===== src/rtl/fault_guard_pkg.sv =====
package fault_guard_pkg;

  typedef enum logic [1:0] {
    ACT_NONE = 2'b00,
    ACT_IDLE = 2'b01,
    ACT_RSVD = 2'b10,
    ACT_HIZ  = 2'b11
  } fault_act_e;

  typedef struct packed {
    fault_act_e action;
    logic       cbcMode;
    logic       dbgIgnore;
  } guard_cfg_t;

  typedef struct packed {
    logic forceIdle;
    logic forceOff;
  } guard_strobe_t;

  localparam int REG_DW = 8;
  localparam logic [1:0] ADDR_MASK = 2'd0;
  localparam logic [1:0] ADDR_CTRL = 2'd1;
  localparam logic [1:0] ADDR_STAT = 2'd2;

endpackage


===== src/rtl/fault_guard_ctrl.sv =====
module fault_guard_ctrl
  import fault_guard_pkg::*;
(
  input  logic          clk,
  input  logic          rstN,
  input  logic          faultHit,
  input  logic          flagClr,
  input  logic          updateStb,
  input  fault_act_e    action,
  input  logic          cbcMode,
  output logic          flag,
  output guard_strobe_t strobe
);

  logic inFault;
  logic releaseOk;

  // release needs the update strobe; latched policy also needs a cleared flag
  assign releaseOk = updateStb && (cbcMode || !flag);

  always_ff @(posedge clk or negedge rstN) begin
    if (!rstN) begin
      flag    <= 1'b0;
      inFault <= 1'b0;
    end else begin
      if (faultHit)     flag <= 1'b1;
      else if (flagClr) flag <= 1'b0;

      if (faultHit)       inFault <= 1'b1;
      else if (releaseOk) inFault <= 1'b0;
    end
  end

  always_comb begin
    strobe.forceIdle = inFault && (action == ACT_IDLE);
    strobe.forceOff  = inFault && (action == ACT_HIZ);
  end

  // a captured fault sets the flag and the override
  a_r4_flag_set: assert property (@(posedge clk) disable iff (!rstN)
    faultHit |=> flag);
  a_r4_override_set: assert property (@(posedge clk) disable iff (!rstN)
    faultHit |=> inFault);
  // the flag only drops on a clear request
  a_r6_flag_sticky: assert property (@(posedge clk) disable iff (!rstN)
    flag && !flagClr |=> flag);
  // latched policy keeps the override while the flag is set
  a_r7_latched_hold: assert property (@(posedge clk) disable iff (!rstN)
    inFault && !cbcMode && flag |=> inFault);
  // no release without an update strobe
  a_r8_needs_update: assert property (@(posedge clk) disable iff (!rstN)
    inFault && !updateStb |=> inFault);

endmodule


===== src/rtl/fault_guard_datapath.sv =====
module fault_guard_datapath
  import fault_guard_pkg::*;
#(
  parameter int NCH = 8,
  parameter int NOUT = 4,
  parameter logic [NOUT-1:0] IDLE_LEVEL = 4'b1010
) (
  input  logic                clk,
  input  logic                rstN,
  input  logic                regWe,
  input  logic [1:0]          regAddr,
  input  logic [REG_DW-1:0]   regWdata,
  output logic [REG_DW-1:0]   regRdata,
  input  logic [NCH-1:0]      evtIn,
  input  logic                dbgBreak,
  input  logic                flag,
  input  guard_strobe_t       strobe,
  input  logic [NOUT-1:0]     pwmIn,
  input  logic [NOUT-1:0]     pwmOeIn,
  output logic [NOUT-1:0]     pwmOut,
  output logic [NOUT-1:0]     pwmOe,
  output guard_cfg_t          cfg,
  output logic [NCH-1:0]      evtMask,
  output logic                faultHit,
  output logic                flagClr
);

  logic protOn;
  logic evtAny;
  logic dbgFault;

  always_ff @(posedge clk or negedge rstN) begin
    if (!rstN) begin
      evtMask <= '0;
      cfg     <= '{action: ACT_NONE, cbcMode: 1'b0, dbgIgnore: 1'b0};
    end else if (regWe) begin
      if (regAddr == ADDR_MASK) evtMask <= regWdata[NCH-1:0];
      if (regAddr == ADDR_CTRL) begin
        cfg.action    <= fault_act_e'(regWdata[1:0]);
        cfg.cbcMode   <= regWdata[2];
        cfg.dbgIgnore <= regWdata[4];
      end
    end
  end

  assign flagClr  = regWe && (regAddr == ADDR_STAT) && regWdata[0];
  assign protOn   = (cfg.action != ACT_NONE);
  assign evtAny   = |(evtIn & evtMask);
  assign dbgFault = dbgBreak && !cfg.dbgIgnore;
  assign faultHit = protOn && (evtAny || dbgFault);

  always_comb begin
    regRdata = '0;
    case (regAddr)
      ADDR_MASK: regRdata[NCH-1:0] = evtMask;
      ADDR_CTRL: regRdata = {3'b000, cfg.dbgIgnore, 1'b0, cfg.cbcMode, cfg.action};
      ADDR_STAT: regRdata[0] = flag;
      default:   regRdata = '0;
    endcase
  end

  for (genvar i = 0; i < NOUT; i++) begin : g_pin
    assign pwmOut[i] = strobe.forceIdle ? IDLE_LEVEL[i] : pwmIn[i];
    assign pwmOe[i]  = strobe.forceOff ? 1'b0 : pwmOeIn[i];
  end

  // the two override kinds never act together
  a_r9_one_override: assert property (@(posedge clk) disable iff (!rstN)
    $onehot0({strobe.forceIdle, strobe.forceOff}));

endmodule


===== src/rtl/pwm_fault_guard.sv =====
module pwm_fault_guard
  import fault_guard_pkg::*;
#(
  parameter int NCH = 8,
  parameter int NOUT = 4,
  parameter logic [NOUT-1:0] IDLE_LEVEL = 4'b1010
) (
  input  logic              clk,
  input  logic              rstN,
  input  logic              regWe,
  input  logic [1:0]        regAddr,
  input  logic [7:0]        regWdata,
  output logic [7:0]        regRdata,
  input  logic [NCH-1:0]    evtIn,
  input  logic              dbgBreak,
  input  logic              updateStb,
  input  logic [NOUT-1:0]   pwmIn,
  input  logic [NOUT-1:0]   pwmOeIn,
  output logic [NOUT-1:0]   pwmOut,
  output logic [NOUT-1:0]   pwmOe
);

  guard_cfg_t    cfg;
  guard_strobe_t strobe;
  logic [NCH-1:0] evtMask;
  logic faultHit;
  logic flagClr;
  logic flag;

  fault_guard_datapath #(.NCH(NCH), .NOUT(NOUT), .IDLE_LEVEL(IDLE_LEVEL)) u_dp (
    .clk(clk), .rstN(rstN), .regWe(regWe), .regAddr(regAddr),
    .regWdata(regWdata), .regRdata(regRdata), .evtIn(evtIn),
    .dbgBreak(dbgBreak), .flag(flag), .strobe(strobe), .pwmIn(pwmIn),
    .pwmOeIn(pwmOeIn), .pwmOut(pwmOut), .pwmOe(pwmOe), .cfg(cfg),
    .evtMask(evtMask), .faultHit(faultHit), .flagClr(flagClr)
  );

  fault_guard_ctrl u_ctrl (
    .clk(clk), .rstN(rstN), .faultHit(faultHit), .flagClr(flagClr),
    .updateStb(updateStb), .action(cfg.action), .cbcMode(cfg.cbcMode),
    .flag(flag), .strobe(strobe)
  );

  // any enabled, high channel with protection on raises the flag
  a_r1_mask_or: assert property (@(posedge clk) disable iff (!rstN)
    (|(evtIn & evtMask)) && (cfg.action != ACT_NONE) |=> flag);

endmodule


===== config.mk =====
export PLATFORM = sky130hd
export DESIGN_NAME = pwm_fault_guard
export DESIGN_NICKNAME = d
export VERILOG_FILES = /design/src/rtl/fault_guard_pkg.sv /design/src/rtl/fault_guard_ctrl.sv /design/src/rtl/fault_guard_datapath.sv /design/src/rtl/pwm_fault_guard.sv
export SDC_FILE = /design/constraint.sdc
export NUM_CORES = 1
export LEC_CHECK = 0
export ABC_CLOCK_PERIOD_IN_PS = 3000
export BUFFER_PORTS_ARGS = -buffer_cell sky130_fd_sc_hd__buf_2
export CAP_MARGIN = 20
export CORE_UTILIZATION = 45
export DETAILED_ROUTE_END_ITERATION = 7
export GPL_ROUTABILITY_DRIVEN = 1
export PLACE_DENSITY = 0.87
export SETUP_SLACK_MARGIN = 0.5
export SYNTH_ARGS = -nofsm -noshare
export SYNTH_HDL_FRONTEND = slang
export SYNTH_SLANG_ARGS = --single-unit
export TNS_END_PERCENT = 50

===== constraint.sdc =====
create_clock -name clk -period 3 [get_ports clk]
set_input_delay 0.3 -clock clk [delete_from_list [all_inputs] [get_ports clk]]
set_output_delay 0.3 -clock clk [all_outputs]
set_load 0.01 [all_outputs]

Yosys cells after proc, flatten, opt, wreduce, memory -nomap -nowiden
Index checks and enable logic that the tools add are counted.

word-level totals
  output and inout port bits = 16
  bits of input ports = 31
  bits in registers = 14

operators by class
  reduce and logical (&&, ||, !) cells = 18
  equal/unequal tests = 4
  bitwise gates (word level) = 1
  muxes and demuxes = 14

operators with widths
  operator                                             number
  one-hot mux 7 bit (2 select lines)                   1
  2-to-1 mux 1 bit                                     12
  AND 8 bit                                            1
  OR reduction 8 bit                                   1
  logical AND 1 bit                                    7
  nonzero test 2 bit                                   3
  equality test 2 x 1 -> 1 bit, second input constant  2
  equality test 2 bit, second input constant           2
  AND reduction 2 bit                                  2
  one-hot mux 1 bit (3 select lines)                   1
  zero test 1 bit                                      2
  zero test 2 bit                                      1
  logical OR 1 bit                                     2

Logic depth before layout (Yosys ltp)
Gate-level depths: netlist (run 1).

  word-level depth = 5
  depth in mapped cells = 5
  depth with buffers taken out = 4

Cells and area by module
Synthesis (run 1) repeated with hierarchy kept, for this count alone.

second synthesis, totals
  cell total of the unflattened synthesis = 69
  area, all modules = 799.5 sq um

modules (own cells, without submodules)
  module                area an instance (sq um)  instances  cells each
  fault_guard_datapath  703.2                     1          59
  fault_guard_ctrl      96.3                      1          10

Least setup slack after synthesis (run 1)
No wires, ideal clock.

  path kind = in2reg
  from = in regAddr[0]
  to = reg u_dp.evtMask[0]
  data required time = 2.875 ns
  cell stages on the path = 5
  slack = 1.709 ns
  data arrival time = 1.166 ns
  cell sequence = buf_2 nor2_2 and2_1 buf_6 mux2_4

on the way
  word-level cells in the longest chain between the ends = 2

RTL lines
  element                               line                        source
  start, declared                       pwm_fault_guard.sv:11       input logic [1:0] regAddr,
  zero test 2 bit                       fault_guard_datapath.sv:37  if (regAddr == ADDR_MASK) evtMask <= regWdata[NCH-1:0];
  AND reduction 2 bit (no source line)  n/a
  end signal, assigned                  fault_guard_datapath.sv:37
  end, declared                         fault_guard_datapath.sv:23  output logic [NCH-1:0] evtMask,

No other way between the ends.
A chain may end at the register's enable or synchronous reset.

Worst setup path in the final report (run 1)
  from = reg u_dp.cfg[3] (netlist name)
  to = out pwmOut[2]

on the way
  word-level cells in the longest chain between the ends = 3

RTL lines
  element                       line                        source
  equality test 2 x 1 -> 1 bit  fault_guard_ctrl.sv:35      strobe.forceIdle = inFault && (action == ACT_IDLE);
  logical AND 1 bit             fault_guard_ctrl.sv:35
  2-to-1 mux 1 bit              fault_guard_datapath.sv:63  assign pwmOut[i] = strobe.forceIdle ? IDLE_LEVEL[i] : pwmIn[i];
  end, declared                 pwm_fault_guard.sv:19       output logic [NOUT-1:0] pwmOut,

No other way between the ends.

==> run summary, run 1 <==
STA classifies the critical path endpoint as a primary output. The first global-routing pass estimated about 2700 um of wire. The average routed wire per standard cell is 13.1 um.

For the pin with the worst max-slew slack, the measured transition is roughly 0.5 ns. The checks that failed: DRC. The biggest area contributor in the post-synthesis netlist is dfrtp_1. The number of antenna violations at the first check in global routing came out at 0. The cell family contributing the most delay on the critical path is flip-flops. The first-pass iteration count of the detailed router came out at 6. The startpoint kind of the worst setup timing path is a flip-flop. The pin count of the biggest net entering global routing is 15. The total power after layout is around 0.55 mW. The share of post-route cells with drive strength above 1 is 50.4%. The horizontal extent of the die is 43.7 um. The number of sinks handled by clock tree synthesis came out at 14. The placement row count is 14. The critical path goes through nand3b_1 -> and2_1 -> buf_2.

In this run the worst path has a maximum fanout of 5. The leakage power is between 0.5 and 0.6 nW. The core region is 0.00156 sq mm. The clock latency reported for the late side of the worst-skew pair is 0.27 ns.

Power spread over the standard cell area amounts to roughly 520 mW/mm^2. Setup repair after global routing left no endpoint under its margin. The Yosys warning count came out at 0. The number of enable-type register cells in the synthesized netlist is 0. In the synthesized netlist, the number of instances is 68. The area of all placed cells without fillers is roughly 0.0011 sq mm. The half-perimeter wire length after detailed placement is between 1000 and 1500 um. The area share of the leading cell type in the synthesized netlist is around 45%. The fraction of registers with async set or reset after synthesis is 100%. The number of different library cells in the post-synthesis netlist came out at 22. Dividing the detail-routed via count by the number of cells gives 5.20. Derived from the worst setup path, the maximum achievable clock frequency is 0.647 GHz. The number of buffer cells added on primary ports is 46. The number of buffers inserted during clock tree synthesis is 3.

The initial core utilization came out at 50.2%. The minimum clock period is 1.54 ns. The highest ir drop seen on vdd came out at 367 uV. The synthesis-to-layout area growth came out at 35.8%. The post-synthesis sequential element count came out at 14. The total count of max-transition violations in the final report was 0. The critical path is of the flip-flop to primary output type. After global routing the overflow that remains totals 0. The floorplan step set the die height to 43.7 um. By area the synthesized netlist is led by dfrtp_1 45%, mux2_4 15%, and2_1 8.8%. The final-report hold violation count is 0.

The worst path arrival time came out at about 1.2 ns. Summing all multi-input logic gate instances after layout gives around 410 sq um. For this run, the register share of the synthesized area comes to 44.8%. The synthesized area per cell is 11.5 sq um. The final layout contains 149 nets. The total setup violations reported at the end of the flow came out at 0. The worst stage delay on the critical path is 0.43 ns.

The total global routing track utilization is 19.2%. The number of DRC markers after the initial detailed-route iteration is 14. The number of buffers between clock root and the deepest sink came out at 2. Counting instances in the post-synthesis netlist gives the leading cell types as 14 x dfrtp_1, 11 x and2_1, 8 x mux2_4.

Timing analysis after detailed placement gives a worst setup slack of about 1.4 ns. The routability congestion estimate from global placement is 0.807. Post-CTS repair changed the size of 0 cells. The total inserted antenna cells is 0. The required time of the critical path is 2.70 ns. TritonCTS built the clock tree. Synthesis produced a netlist with a net count of 99.

The synthesized netlist occupies a cell area of 782 sq um. By instance count, the leading cell after synthesis is dfrtp_1. After detailed routing, the number of remaining DRC violations is 6. The die area came out at roughly 0.0019 sq mm.

The core utilization of the finished layout came out at 68.1%. The flow ran to the end, but the final reports show violations. The number of routed nets with antenna violations came out at 0. Together, buffers and inverters on the worst path number 1. Among all stages on the critical path, the largest delay is contributed by dfrtp_1. Across all layers, the routed design uses a little under 700 vias.

CTS built an H-tree with a depth of 1. The register area is roughly 350 sq um. The via count of the first global-routing pass came out at ~670.

The type of the most critical hold path is input pin to flip-flop. The post-detailed-routing wire length came out at approximately 1700 um. The aggregate negative setup slack is 0 ns. The final critical path takes up 51.5% of the cycle. The fill cell instance count of the final layout is around 120. The worst max-slew margin expressed relative to the limit came out at 66.3%. Summing all placed instances gives a cell area of between 0.001 and 0.0015 sq mm.

The max-capacitance violation count came out at 0. The post-route worst setup slack is 1.46 ns. The boundary pin count is 47. The worst clock skew on the final layout is 0.00223 ns. After clock tree synthesis, the clock-pin slew on the worst setup and hold paths is 0.09 ns. The predominant post-synthesis flop cell is dfrtp_1. Clock tree synthesis selected as its root buffer the cell clkbuf_4.
==> routing by layer <==
| layer | wire [um] | track usage [%] | share of wire, % |
|---|---|---|---|
| met4 | 0 | 2.50 | 0 |
| met5 | 0 | 0 | 0 |
| met1 | 765 | 24.0 | 44 |
| met3 | 149 | 4.58 | 8.5 |
| met2 | 832 | 34.3 | 48 |
==> cell type report <==
cell class	instances	share of cell area [%]
multi-input cells	51	38.8
flip-flops and latches	14	33.0
repair buffers	47	22.6
clock buffers	4	3.42
well taps	16	1.88
inverters	1	0.353
==> worst paths after layout <==
check | start | endpoint | slack, ns | cells past startpoint
min in group asynchronous | rstN | u_dp.evtMask[2]$_DFFE_PN0P_ | 0.47 | 2
worst min register to register | u_ctrl.inFault$_DFFE_PN0P_ | u_ctrl.inFault$_DFFE_PN0P_ | 0.52 | 2
worst max-delay path | u_dp.cfg[3]$_DFFE_PN0P_ | pwmOut[2] | 1.46 | 3
worst min-delay path | regWdata[4] | u_dp.cfg[0]$_DFFE_PN0P_ | 0.25 | 2
worst max register to register | u_dp.evtMask[1]$_DFFE_PN0P_ | u_ctrl.flag$_DFFE_PN0P_ | 1.67 | 4
max in group asynchronous | rstN | u_dp.evtMask[1]$_DFFE_PN0P_ | 2.29 | 2
==> cells in the final DEF, fill, tap and decap left out, drive strengths merged, types with 3 or more instances in the layout <==
cell    instances
o21ai           3
nand2           5
nor2            4
mux2           12
buf            46
nand2b          3
dfrtp          14
mux2i           4
clkbuf          4
and2           11
==> through the flow <==
stage	hold slack [ns]	cells
6_report	0.253	133
2_1_floorplan	0.00441	68
3_3_place_gp	0.201	128
5_1_grt	0.237	133
4_1_cts	0.250	133
3_5_place_dp	0.206	128
==> sequential cells by signal (all words and copies together) (netlist names) <==
register / cells
u_dp.cfg: 4
u_ctrl.flag: 1
u_dp.evtMask: 8
u_ctrl.inFault: 1
==> repair_timing <==
item | in CTS | in global routing
hold buffers | 1 | 0
endpoints found under the hold margin | 14 | 0
setup endpoints to repair | 0 | 0
setup buffers | 0 | 0
==> logic make-up (layout without fill, tap and decap cells) <==
family / count (synthesis) / count (layout) / share of synthesized area [%]
AND/OR/NAND/NOR: 28 / 28 / 20.3
multiplexers: 16 / 16 / 26.2
flip-flops: 14 / 14 / 44.8
AO/OA/AOI/OAI: 7 / 7 / 6.08
buffers and inverters: 3 / 52 / 2.56
==> power breakdown <==
group          internal, mW  total, mW  switching [mW]
Combinational        0.0935      0.161          0.0677
Sequential            0.222      0.254          0.0315
Clock                0.0736      0.134          0.0606
No activity file was read; power rests on OpenSTA's default activity.
==> inputs of run 2 (changes only) <==
--- a/config.mk
+++ b/config.mk
@@ -5,13 +5,13 @@
 export SDC_FILE = /design/constraint.sdc
 export NUM_CORES = 1
 export LEC_CHECK = 0
-export ABC_CLOCK_PERIOD_IN_PS = 3000
+export ABC_CLOCK_PERIOD_IN_PS = 1400
 export BUFFER_PORTS_ARGS = -buffer_cell sky130_fd_sc_hd__buf_2
 export CAP_MARGIN = 20
-export CORE_UTILIZATION = 45
+export CORE_UTILIZATION = 38
 export DETAILED_ROUTE_END_ITERATION = 7
 export GPL_ROUTABILITY_DRIVEN = 1
-export PLACE_DENSITY = 0.87
+export PLACE_DENSITY = 0.79
 export SETUP_SLACK_MARGIN = 0.5
 export SYNTH_ARGS = -nofsm -noshare
 export SYNTH_HDL_FRONTEND = slang
==> constraint.sdc (replaced) <==
create_clock -name clk -period 1.4 [get_ports clk]
set_input_delay 0.14 -clock clk [delete_from_list [all_inputs] [get_ports clk]]
set_output_delay 0.14 -clock clk [all_outputs]
set_load 0.01 [all_outputs]
==> run 2 against run 1 <==
Effect of this change: the run now ends clean; sequential power grew 110%; combinational power increased by 150%; power up 110%.
==> run summary, run 2 (synthesis results as in run 1) <==
The flow ran to the end, and the final reports show no timing, DRC or antenna violations. The total setup violations reported at the end of the flow came out at 0 (unchanged). The placeable core area is 0.00194 sq mm (+25%). The final cycle utilization of the critical path came out at between 90% and 100%.

The fill cell instance count of the final layout is 187 (+53%). The synthesis-to-layout area growth is 41.8%. The clock-pin slew of the registers on the worst-case setup and hold paths is 0.08 ns (about the same). The wire length of the first global-routing pass came out at 2800 um (+3.1%). The clock period could shrink to 1.30 ns. The clock latency reported for the late side of the worst-skew pair was 0.28 ns (about the same). The number of buffers inserted during clock tree synthesis came out at 3 (unchanged). The max-capacitance violation count is 0 (unchanged). The via count of the first global-routing pass came to 646 (-4.0%).

The routability congestion estimate from global placement came out at 0.764 (-5.3%). The slowest stage of the critical path is the dfrtp_1 cell. The required time of the critical path came out at 1.26 ns (-1.44 ns). The CTS tree is yes. The half-perimeter wire length after detailed placement came out at 1420 um (+0.28%). The register share of total power came out at 46.2% (about the same).

The type of the most critical hold path is input pin to flip-flop. The internal cell power came out at 0.810 mW (+110%). The endpoint class of the critical path is a primary output. The net switching power figure came out at 0.349 mW (+120%). The height of the die is 47.4 um (+8.4%).

More flip-flops sit in one register than any other, and that register is u_dp.evtMask. The post-layout net count came out at 153 (+2.7%). The startpoint of the tightest hold check path is regWdata[5]. The routed via count divided by cell count was 4.85 (-6.8%). The number of buffer cells added on primary ports came out at 46 (unchanged).

The number of routed nets with antenna violations came out at 0 (unchanged). The total count of max-transition violations in the final report was 0 (unchanged). The total global routing track utilization came out at 18.5% (-0.69 points). The worst max-slew margin expressed relative to the limit is 79.1% (+13 points). The aggregate negative setup slack is 0 ns (unchanged). The signal on the critical path passes through nand3b_1 -> and2_1 -> buf_2.

The pin count of the biggest net entering global routing came out at 15 (unchanged). The first-pass iteration count of the detailed router was 4 (-2). Grouping stages by cell kind, the critical path spends the most delay in flip-flops. The number of buffers and inverters on the critical path was 1 (unchanged).

The clock share of power came out at 19.5% (-4.9 points). The die area is 0.00224 sq mm (+18%). The maximum net fanout on the critical path is 4 (-1).

The number of buffers between clock root and the deepest sink is 2 (unchanged). The worst setup path is of the flip-flop to primary output kind. The largest registers in the layout are u_dp.evtMask (8), u_dp.cfg (4). The number of sinks handled by clock tree synthesis came out at 14 (unchanged). The overall via count from detail_route came out at 713 (+3.0%).

Setup repair after global routing could not meet its margin everywhere. The peak clock frequency supported by timing came out at 0.767 GHz. The boundary pin count came out at 47 (unchanged). Leaving out fill and tap cells, the most frequent cell in the layout is buf_2.

The register area came out at 350 sq um (unchanged). The area used by multi-input combinational logic came out at 428 sq um (+4.0%). The average routed wire per standard cell came out at 12.6 um (-4.2%). The relative contribution of combinational cells to total power came to 34.3% (+5.0 points). The highest ir drop seen on vdd is 571 uV (+56%). The root buffer cell chosen for the clock tree is clkbuf_4. The worst clock skew on the final layout is 0.00769 ns (+0.00546 ns). The worst path arrival time is 1.16 ns (-0.08 ns). The post-detailed-routing wire length is 1850 um (+5.8%).

The horizontal extent of the die is 47.4 um (+8.4%). The total overflow reported by the global router is 0 (unchanged). The final instance count without filler cells came out at 147 (+11%).

The library cells used most frequently in the layout, excluding fill and tap cells, are 46 x buf_2, 14 x dfrtp_1, 10 x and2_1. The number of cells after detailed placement came out at 139 (+8.6%). The power density over cell area is 1050 mW/mm^2 (+100%).

The number of DRC markers after the initial detailed-route iteration came out at 13 (-1). The total inserted antenna cells came out at 0 (unchanged). The leakage power was 0.583 nW (+3.0%). The number of flip-flops in the largest register came out at 8 (unchanged).

The number of antenna violations at the first check in global routing is 0 (unchanged). The detailed-route DRC error count is 0 (-6). The launching instance or port of the critical path is u_dp.cfg[3]$_DFFE_PN0P_. The worst stage delay on the critical path came out at 0.39 ns (-0.04 ns). The H-tree level count is 1 (unchanged). The placement row count is 16 (+2). The share of post-route cells with drive strength above 1 came out at 54.2% (+3.7 points). The final-report hold violation count is 0 (unchanged). The switching portion of total power came out at 30.1% (+1.0 points). The initial core utilization came out at 40.3% (-9.9 points).

The pin slew with the least headroom to its limit was 0.314 ns (-0.191 ns). STA classifies the critical path startpoint as a flip-flop. The startpoint identified for the worst register-to-register timing path is u_dp.evtMask[1]$_DFFE_PN0P_.
-- run 2: changes by cell type in the layout (fill, tap and decap cells not counted), sizes merged --
cell	change
buf	+4
clkbuf	-1
-- run 2: power groups by stage --
stage	sequential, mW	clock (mW)	combinational (mW)
after global placement	0.543	0	0.340
after floorplan	0.526	0	0.229
after detailed placement	0.550	0	0.349
after CTS	0.535	0.230	0.381
after global routing	0.545	0.249	0.440
final	0.536	0.226	0.398
-- run 2: per-layer routing --
metal / vias to the layer above / track usage [%] / part of all wire [%]
li1: 344 / - / -
met1: 337 / 24.6 / 43
met2: 27 / 28.8 / 49
met3: 5 / 3.85 / 5.9
met4: 0 / 8.57 / 1.7
met5: - / 0 / 0
-- run 2: metrics by stage --
step           area (sq um)  hold slack, ns  power [mW]  worst slack, ns  util (%)
2_1_floorplan           803          -0.156       0.755            0.280         -
3_3_place_gp           1040          0.0414       0.883            0.226      53.4
3_5_place_dp           1040          0.0551       0.898            0.159      53.4
4_1_cts                1090          0.0803        1.15           0.0788      56.2
5_1_grt                1110          0.0796        1.23          -0.0120      57.1
6_report               1110          0.0829        1.16           0.0967      57.1
-- run 2: layout make-up --
cell class | instances | share of cell area (%)
Multi-Input combinational cell | 51 | 38.6
Clock buffer | 3 | 2.03
Tap cell | 27 | 3.05
Inverter | 1 | 0.339
Timing Repair Buffer | 51 | 24.4
Sequential cell | 14 | 31.6
-- run 2: path summary, 6_finish.rpt --
path / end / slack, ns / depth (start not counted)
setup / recovery: pwmOut[2] / 0.1 / 3
hold / removal: u_dp.evtMask[5]$_DFFE_PN0P_ / 0.08 / 2
setup reg to reg: u_ctrl.flag$_DFFE_PN0P_ / 0.17 / 4
hold reg to reg: u_ctrl.inFault$_DFFE_PN0P_ / 0.51 / 2
max in group asynchronous: u_ctrl.flag$_DFFE_PN0P_ / 0.89 / 2
min in group asynchronous: u_dp.evtMask[0]$_DFFE_PN0P_ / 0.27 / 2
-- run 2: worst reg2reg max path, stage by stage, from the launching register on --
cell and delay, ns:
dfrtp_1 0.40, a222oi_1 0.33, nand4_1 0.14, o22ai_2 0.15
o21ai_1 0.09
-- run 2: timing repair --
item / CTS / global route
setup endpoints to repair: 18 / 22
setup buffers: 2 / 2
resized for setup: 1 / 3
hold buffers: 1 / 0
hold endpoints to repair: 14 / 0
pin swaps: 2 / 10
